==> config.mk <==
export PLATFORM = sky130hd
export DESIGN_NAME = plane_pixel_serializer
export DESIGN_NICKNAME = d
export VERILOG_FILES = /design/src/rtl/pps_pkg.sv /design/src/rtl/pps_plane_gather.sv /design/src/rtl/pps_pixel_seq.sv /design/src/rtl/pps_plane_mask.sv /design/src/rtl/plane_pixel_serializer.sv
export SDC_FILE = /design/constraint.sdc
export NUM_CORES = 1
export LEC_CHECK = 0
export ABC_AREA = 1
export CAP_MARGIN = 20
export CORE_ASPECT_RATIO = 0.9
export CORE_MARGIN = 5
export CORE_UTILIZATION = 50
export DETAILED_ROUTE_END_ITERATION = 16
export DONT_BUFFER_PORTS = 1
export GPL_TIMING_DRIVEN = 1
export PLACE_DENSITY_LB_ADDON = 0.2
export SLEW_MARGIN = 30
export SYNTH_ARGS = -nofsm -noshare
export SYNTH_HDL_FRONTEND = slang
export SYNTH_SLANG_ARGS = --single-unit
==> constraint.sdc <==
create_clock -name clk -period 1.3 [get_ports clk]
set_input_delay 0.065 -clock clk [delete_from_list [all_inputs] [get_ports clk]]
set_output_delay 0.065 -clock clk [all_outputs]
set_load 0.01 [all_outputs]
==> src/rtl/pps_pkg.sv <==
package pps_pkg;
  // Geometry of one frame-buffer word.
  parameter int PLANES  = 4;
  parameter int PLANE_W = 8;
  localparam int WORD_W = PLANES * PLANE_W;
  localparam int IDX_W  = $clog2(PLANE_W);

  typedef logic [PLANES-1:0] pix_t;
endpackage

==> src/rtl/pps_plane_gather.sv <==
// Regroups a planar word into PLANE_W packed pixels, leftmost in slot 0.
module pps_plane_gather #(
  parameter int PLANES  = pps_pkg::PLANES,
  parameter int PLANE_W = pps_pkg::PLANE_W,
  localparam int WORD_W = PLANES * PLANE_W
) (
  input  logic [WORD_W-1:0]               word_i,
  output logic [PLANE_W-1:0][PLANES-1:0]  pix_o
);
  for (genvar gi = 0; gi < PLANE_W; gi++) begin : g_pix
    for (genvar gj = 0; gj < PLANES; gj++) begin : g_plane
      // screen slot gi uses bit (PLANE_W-1-gi) of plane gj
      assign pix_o[gi][gj] = word_i[gj*PLANE_W + PLANE_W - 1 - gi];
    end
  end
endmodule

==> src/rtl/pps_pixel_seq.sv <==
// Holds one gathered word and steps through its pixels.
module pps_pixel_seq #(
  parameter int PLANES  = pps_pkg::PLANES,
  parameter int PLANE_W = pps_pkg::PLANE_W,
  localparam int IDX_W  = $clog2(PLANE_W),
  localparam logic [IDX_W-1:0] LAST_IDX = IDX_W'(PLANE_W - 1)
) (
  input  logic                            clk,
  input  logic                            rst_n,
  input  logic [PLANE_W-1:0][PLANES-1:0]  pix_in,
  input  logic                            in_valid,
  output logic                            in_ready,
  input  logic                            out_en,
  output logic [PLANES-1:0]               cur_pix,
  output logic                            cur_valid
);
  logic [PLANE_W-1:0][PLANES-1:0] buf_q, buf_d;
  logic [IDX_W-1:0]               idx_q, idx_d;
  logic                           full_q, full_d;
  logic                           emit, at_last, take;

  // next-state logic
  always_comb begin
    emit     = full_q && out_en;
    at_last  = (idx_q == LAST_IDX);
    in_ready = !full_q || (emit && at_last);
    take     = in_valid && in_ready;

    buf_d  = buf_q;
    idx_d  = idx_q;
    full_d = full_q;
    if (take) begin
      buf_d  = pix_in;
      idx_d  = '0;
      full_d = 1'b1;
    end else if (emit) begin
      if (at_last) begin
        idx_d  = '0;
        full_d = 1'b0;
      end else begin
        idx_d = idx_q + 1'b1;
      end
    end
  end

  // state registers; buffer written only on a load
  always_ff @(posedge clk or negedge rst_n) begin
    if (!rst_n) begin
      buf_q <= '0;
    end else if (take) begin
      buf_q <= buf_d;
    end
  end

  always_ff @(posedge clk or negedge rst_n) begin
    if (!rst_n) begin
      idx_q  <= '0;
      full_q <= 1'b0;
    end else begin
      idx_q  <= idx_d;
      full_q <= full_d;
    end
  end

  assign cur_pix   = buf_q[idx_q];
  assign cur_valid = full_q;
endmodule

==> src/rtl/pps_plane_mask.sv <==
// Forces disabled planes to zero in the outgoing pixel.
module pps_plane_mask #(
  parameter int PLANES = pps_pkg::PLANES
) (
  input  logic [PLANES-1:0] pix_i,
  input  logic [PLANES-1:0] en_i,
  output logic [PLANES-1:0] pix_o
);
  for (genvar gp = 0; gp < PLANES; gp++) begin : g_bit
    assign pix_o[gp] = pix_i[gp] & en_i[gp];
  end
endmodule

==> src/rtl/plane_pixel_serializer.sv <==
module plane_pixel_serializer #(
  parameter int PLANES  = pps_pkg::PLANES,
  parameter int PLANE_W = pps_pkg::PLANE_W,
  localparam int WORD_W = PLANES * PLANE_W
) (
  input  logic              clk,
  input  logic              rst_n,
  input  logic [WORD_W-1:0] in_word,
  input  logic              in_valid,
  output logic              in_ready,
  input  logic              out_en,
  input  logic [PLANES-1:0] plane_en,
  output logic [PLANES-1:0] out_pix,
  output logic              out_valid
);
  logic [PLANE_W-1:0][PLANES-1:0] gathered;
  logic [PLANES-1:0]              raw_pix;

  pps_plane_gather #(.PLANES(PLANES), .PLANE_W(PLANE_W)) u_gather (
    .word_i (in_word),
    .pix_o  (gathered)
  );

  pps_pixel_seq #(.PLANES(PLANES), .PLANE_W(PLANE_W)) u_seq (
    .clk       (clk),
    .rst_n     (rst_n),
    .pix_in    (gathered),
    .in_valid  (in_valid),
    .in_ready  (in_ready),
    .out_en    (out_en),
    .cur_pix   (raw_pix),
    .cur_valid (out_valid)
  );

  pps_plane_mask #(.PLANES(PLANES)) u_mask (
    .pix_i (raw_pix),
    .en_i  (plane_en),
    .pix_o (out_pix)
  );
endmodule

### Word-level counts from Yosys, hierarchy flattened

Cells that the tools add are included.

| storage, ports and cells | value |
|---|---|
| flip-flop bits (word level) | 36 |
| output and inout port bits | 6 |
| word-level logic and storage cells | 33 |
| input bits | 40 |

| cells by class | value |
|---|---|
| equal/unequal tests | 1 |
| bitwise logic cells | 4 |
| order comparisons | 1 |
| $add $sub $neg | 1 |
| multiplexer cells | 8 |
| reductions and logical operators | 8 |

Operators by type and width:

| operator | number |
|---|---|
| $bmux 4 s3 | 1 |
| $mux 3 | 3 |
| $and 1x1->1 | 4 |
| $lt 3x4->1 const B | 1 |
| $mux 4 | 1 |
| $reduce_bool 2->1 | 2 |
| $add 3x1->3 const B | 1 |
| $eq 3x3->1 const B | 1 |
| $logic_and 1x1->1 | 3 |
| $mux 1 | 3 |
| $reduce_and 2->1 | 1 |
| $logic_not 1->1 | 1 |
| $logic_or 1x1->1 | 1 |

### Longest topological paths before layout

| logic depth | value |
|---|---|
| word-level depth | 6 |
| gate-level depth with buffers | 9 |

### Modules after synthesis

A second synthesis with hierarchy kept.

| unflattened totals | value |
|---|---|
| cell total of the unflattened synthesis | 270 |
| area total of the unflattened synthesis | 2260.9 um^2 |

By module, submodules not included:

| module | cells an instance | area each (um^2) | instances |
|---|---|---|---|
| pps_pixel_seq | 230 | 1990.7 | 1 |
| pps_plane_gather | 32 | 240.2 | 1 |
| pps_plane_mask | 8 | 30.0 | 1 |

### Least setup slack after synthesis

Ideal clock, no wire load.

| timing | value |
|---|---|
| path kind | reg-to-reg |
| start point | register u_seq.idx_q[0] |
| end point | register u_seq.buf_q[11] in the netlist's numbering |
| arrival | 1381 ps |
| path buffers | 2 |
| period minus slack after synthesis | 1454 ps |
| path slack | -154 ps |
| stages on the path, launching flop included | 10 |
| path through | dfrtp_1 -> ha_1 -> ha_1 -> nand2_1 -> nand2_2 -> nand2_4 -> buf_12 -> buf_8 -> nor2_2 -> a21oi_2 |

| on the way | value |
|---|---|
| word-level cells in the longest chain between the ends | 4 |

RTL lines:

| item | line | text |
|---|---|---|
| start: declaration | pps_pixel_seq.sv:18 | `logic [IDX_W-1:0] idx_q, idx_d;` |
| start signal: assignment | pps_pixel_seq.sv:60 | `idx_q <= idx_d;` |
| $eq 3x3->1 | pps_pixel_seq.sv:25 | `at_last = (idx_q == LAST_IDX);` |
| $logic_and 1x1->1 | pps_pixel_seq.sv:26 | `in_ready = !full_q \|\| (emit && at_last);` |
| $logic_or 1x1->1 | pps_pixel_seq.sv:26 |  |
| via in_ready | plane_pixel_serializer.sv:10 | `output logic in_ready,` |
| $logic_and 1x1->1 | pps_pixel_seq.sv:27 | `take = in_valid && in_ready;` |
| end signal: assignment | pps_pixel_seq.sv:51 | `buf_q <= buf_d;` |
| end: declaration | pps_pixel_seq.sv:17 | `logic [PLANE_W-1:0][PLANES-1:0] buf_q, buf_d;` |

The timed path passes the listed nets, and every way through them passes these cells.
A chain may end at the register's enable or synchronous reset.

### Worst setup path after layout

| timing | value |
|---|---|
| start point | register u_seq.idx_q[0] |
| end point | output port out_pix[3] |

| on the way | value |
|---|---|
| word-level cells in the longest chain between the ends | 3 |

RTL lines:

| item | line | text |
|---|---|---|
| $bmux 4 s3 | pps_pixel_seq.sv:65 | `assign cur_pix = buf_q[idx_q];` |
| $mux 4 (implied by the code) | pps_pixel_seq.sv:65 |  |
| $and 1x1->1 | pps_plane_mask.sv:10 | `assign pix_o[gp] = pix_i[gp] & en_i[gp];` |
| end: declaration | plane_pixel_serializer.sv:13 | `output logic [PLANES-1:0] out_pix,` |

No other way between the ends. The select of a mux whose other input is x is not followed.

==> summary.md <==
| Metric | Value |
|---|---|
| Crit. End Element | `output pin` |
| Die H | `70.4 µm` |
| Final period utilization | `117%` |
| Max IR drop VDD | `between 900 and 1000 µV` |
| Pin count of the biggest net entering global routing | `37` |
| Final GP Congestion | `0.741` |
| CTS Root Cell | `clkbuf_8` |
| Setup WS pre-CTS | `-0.120 ns` |
| Drt pass-1 iters | `4` |
| CP arrival | `between 1 and 1.5 ns` |
| DR vias/cell | `4.91` |
| Number of antenna violations at the first check in global routing | `0` |
| Yosys cell types | `20` |
| Crit-path leading delay family | `flip-flops` |
| Critical Path RT | `1.24 ns` |
| Mapped Area | `0.00203 mm²` |
| Mapped Nets | `274` |
| DR WL met3 | `~180 µm` |
| Io pins | `46` |
| RSZ-0062 raised after global routing | `true` |
| Pwr Density | `1940 mW/mm²` |
| Met1 wire length | `2.21 mm` |
| Latest clock arrival within the worst-skew pair | `0.29 ns` |
| WP buf/inv | `2` |
| Placed Cells incl. Taps | `approximately 280` |
| Routed len/inst | `14.6 µm` |
| Die ar. | `0.00543 mm²` |
| Final Routed Wirelength | `4.82 mm` |
| Nets | `approximately 320` |
| Worst Setup Path Type | `register to output pin` |
| Syn Inst Count | `around 230` |
| Top Metal Used | `met4` |
| Post-route ant nets | `0` |
| GRT Residual Overflow | `0` |
| Worst-path clk slew | `0.07 ns` |
| Clock sink total | `36` |
| Gr usage total | `~18%` |
| Syn. warnings | `0` |
| P&R area growth vs syn | `40.2%` |
| Layout cells sized above 1 | `39.7%` |
| Final min period | `1.52 ns` |
| Crit-path cells | `buf_12 -> buf_12 -> nand2_1 -> nand3_1 -> nand3_2 -> nand2_2 -> nor2_2` |
| Core area | `0.00399 mm²` |
| DP Wirelength | `2.80 mm` |
| Cell mode on critical path | `buf_12` |
| Die Wd | `about 77 µm` |
| Final number of max-transition violations | `0` |
| WL met2 | `2.38 mm` |
| Fin. Hold Viols | `0` |
| Crit-path slowest cell | `dfrtp_2` |
| Htree depth | `2` |
| Type of origin of the critical path | `register` |
| Status | `finished with violations` |
| Max-cap viol count | `0` |
| Clk_skew | `0.00552 ns` |
| CTS Buffer Depth | `2` |
| Sequential area share after synthesis | `44.4%` |
| Hold WC Path Type | `input pin to register` |
| Max Clock Freq | `0.656 GHz` |
| Seq cells post-synth | `36` |
| Setup_tns | `-6.37 ns` |
| Cts bufs inserted | `5` |
| Lkg Pwr | `between 1 and 1.5 nW` |
| ANT cells | `0` |
| CTS tree | `yes` |
| Worst path max stage delay | `0.45 ns` |
| Vias in the first global route | `1634` |
| Most frequent cells in the layout | `inv_1, dfrtp_1, nand2_1, dlygate4sd3_1, a21oi_2` |
| I/O Buffers | `0` |
| Fillers | `303` |
| # DRC | `0` |
| Initial Utilization | `between 50 and 60%` |
| Vias | `around 1.6k` |
| Worst Path Max Fanout | `8` |
| Syn Area/Cell | `8.75 µm²` |
| Worst Tran Pin Value | `0.396 ns` |
| First-pass GRT wire length | `7.85 mm` |
| Commonest non-fill, non-tap cell in the layout | `inv_1` |
| # rows | `22` |
| Final setup viols | `38` |
| Final design utilization | `71.3%` |
| Final critical-path setup slack | `-0.224 ns` |
| DRT iter0 DRCs | `58` |
| Failing checks | `negative setup slack` |
| Slew headroom | `73.4%` |
| Fin cells | `330` |
## synthesized netlist by cell type, drive strengths merged
| library cell | count | share of area, % |
|---|---|---|
| a21oi | 32 | 14 |
| ha | 2 | 1.2 |
| nand2 | 45 | 8.8 |
| clkbuf | 1 | 0.18 |
| nand3 | 23 | 5.9 |
| o21ai | 4 | 1.2 |
| inv | 38 | 7.2 |
| dfrtp | 36 | 44 |
| buf | 11 | 7.8 |
| nor2 | 40 | 9.5 |
## tightest hold or removal path, cell delays in order
cell and delay, ns:
nand2_1 0.07, inv_1 0.06, nand3_1 0.06, o21ai_1 0.06
## what timing repair did
action                                  CTS  global route
endpoints found under the setup margin   38            38
gates cloned                              3             3
setup buffers                             4             1
hold buffers                             35             0
pin swaps                                12             7
hold endpoints to repair                 69             0
gates resized for setup                  30            12
## final cells by class
type / instances / area, µm² / area share [%]
Sequential cell: 36 / 902 / 31.7
Timing Repair Buffer: 53 / 657 / 23.1
Tap cell: 48 / 60.1 / 2.11
Clock buffer: 8 / 90.1 / 3.17
Multi-Input combinational cell: 147 / 983 / 34.6
Inverter: 38 / 153 / 5.36
## sequential cells by signal, summed over array words and instances (netlist names)
signal / flops
u_seq.buf_q: 32
u_seq.idx_q: 3
u_seq.cur_valid: 1
## where the power goes
group / switching [W] / total [W] / internal, W / leakage (nW)
clock: 0.000398 / 0.000830 / 0.000432 / 0.0455
combinational: 0.00162 / 0.00286 / 0.00124 / 0.924
sequential: 0.000169 / 0.00182 / 0.00165 / 0.388
## cells by family (layout without fill, tap and decap cells)
kind of cell / count (synthesis) / in the layout / share of synthesized area [%]
DFF: 36 / 36 / 44.4
AOI/OAI and AO/OA: 36 / 36 / 15.0
buffers and inverters: 50 / 99 / 15.2
and+or+nand+nor: 108 / 109 / 24.2
adders and majority gates: 2 / 2 / 1.23
## metal layers
metal | track usage, % | vias up
met5 | 0 | -
met4 | 5.53 | 0
met3 | 4.64 | 5
met2 | 26.8 | 29
met1 | 25.5 | 777
li1 | - | 810
## metrics by stage
stage / cell area [µm²] / hold slack (ns) / total power, W
5_1_grt: 2850 / 0.0965 / 0.00595
4_1_cts: 2750 / 0.0206 / 0.00539
3_5_place_dp: 2060 / -0.230 / 0.00397
6_report: 2850 / 0.0524 / 0.00552
3_3_place_gp: 2060 / -0.229 / 0.00393
2_1_floorplan: 2060 / -0.231 / 0.00362
## final timing paths
path	from	slack [ns]	endpoint	cells past startpoint
setup / recovery	u_seq.idx_q[0]	-0.22	out_pix[3]	7
hold / removal	out_en	0.05	u_seq.idx_q[0]	4
setup reg to reg	u_seq.idx_q[0]	-0.20	u_seq.buf_q[1]	9
hold reg to reg	u_seq.buf_q[26]	0.51	u_seq.buf_q[26]	2
max in group asynchronous	rst_n	0.89	u_seq.idx_q[0]	2
min in group asynchronous	rst_n	0.22	u_seq.buf_q[1]	2
No activity file was read; power rests on OpenSTA's default activity.
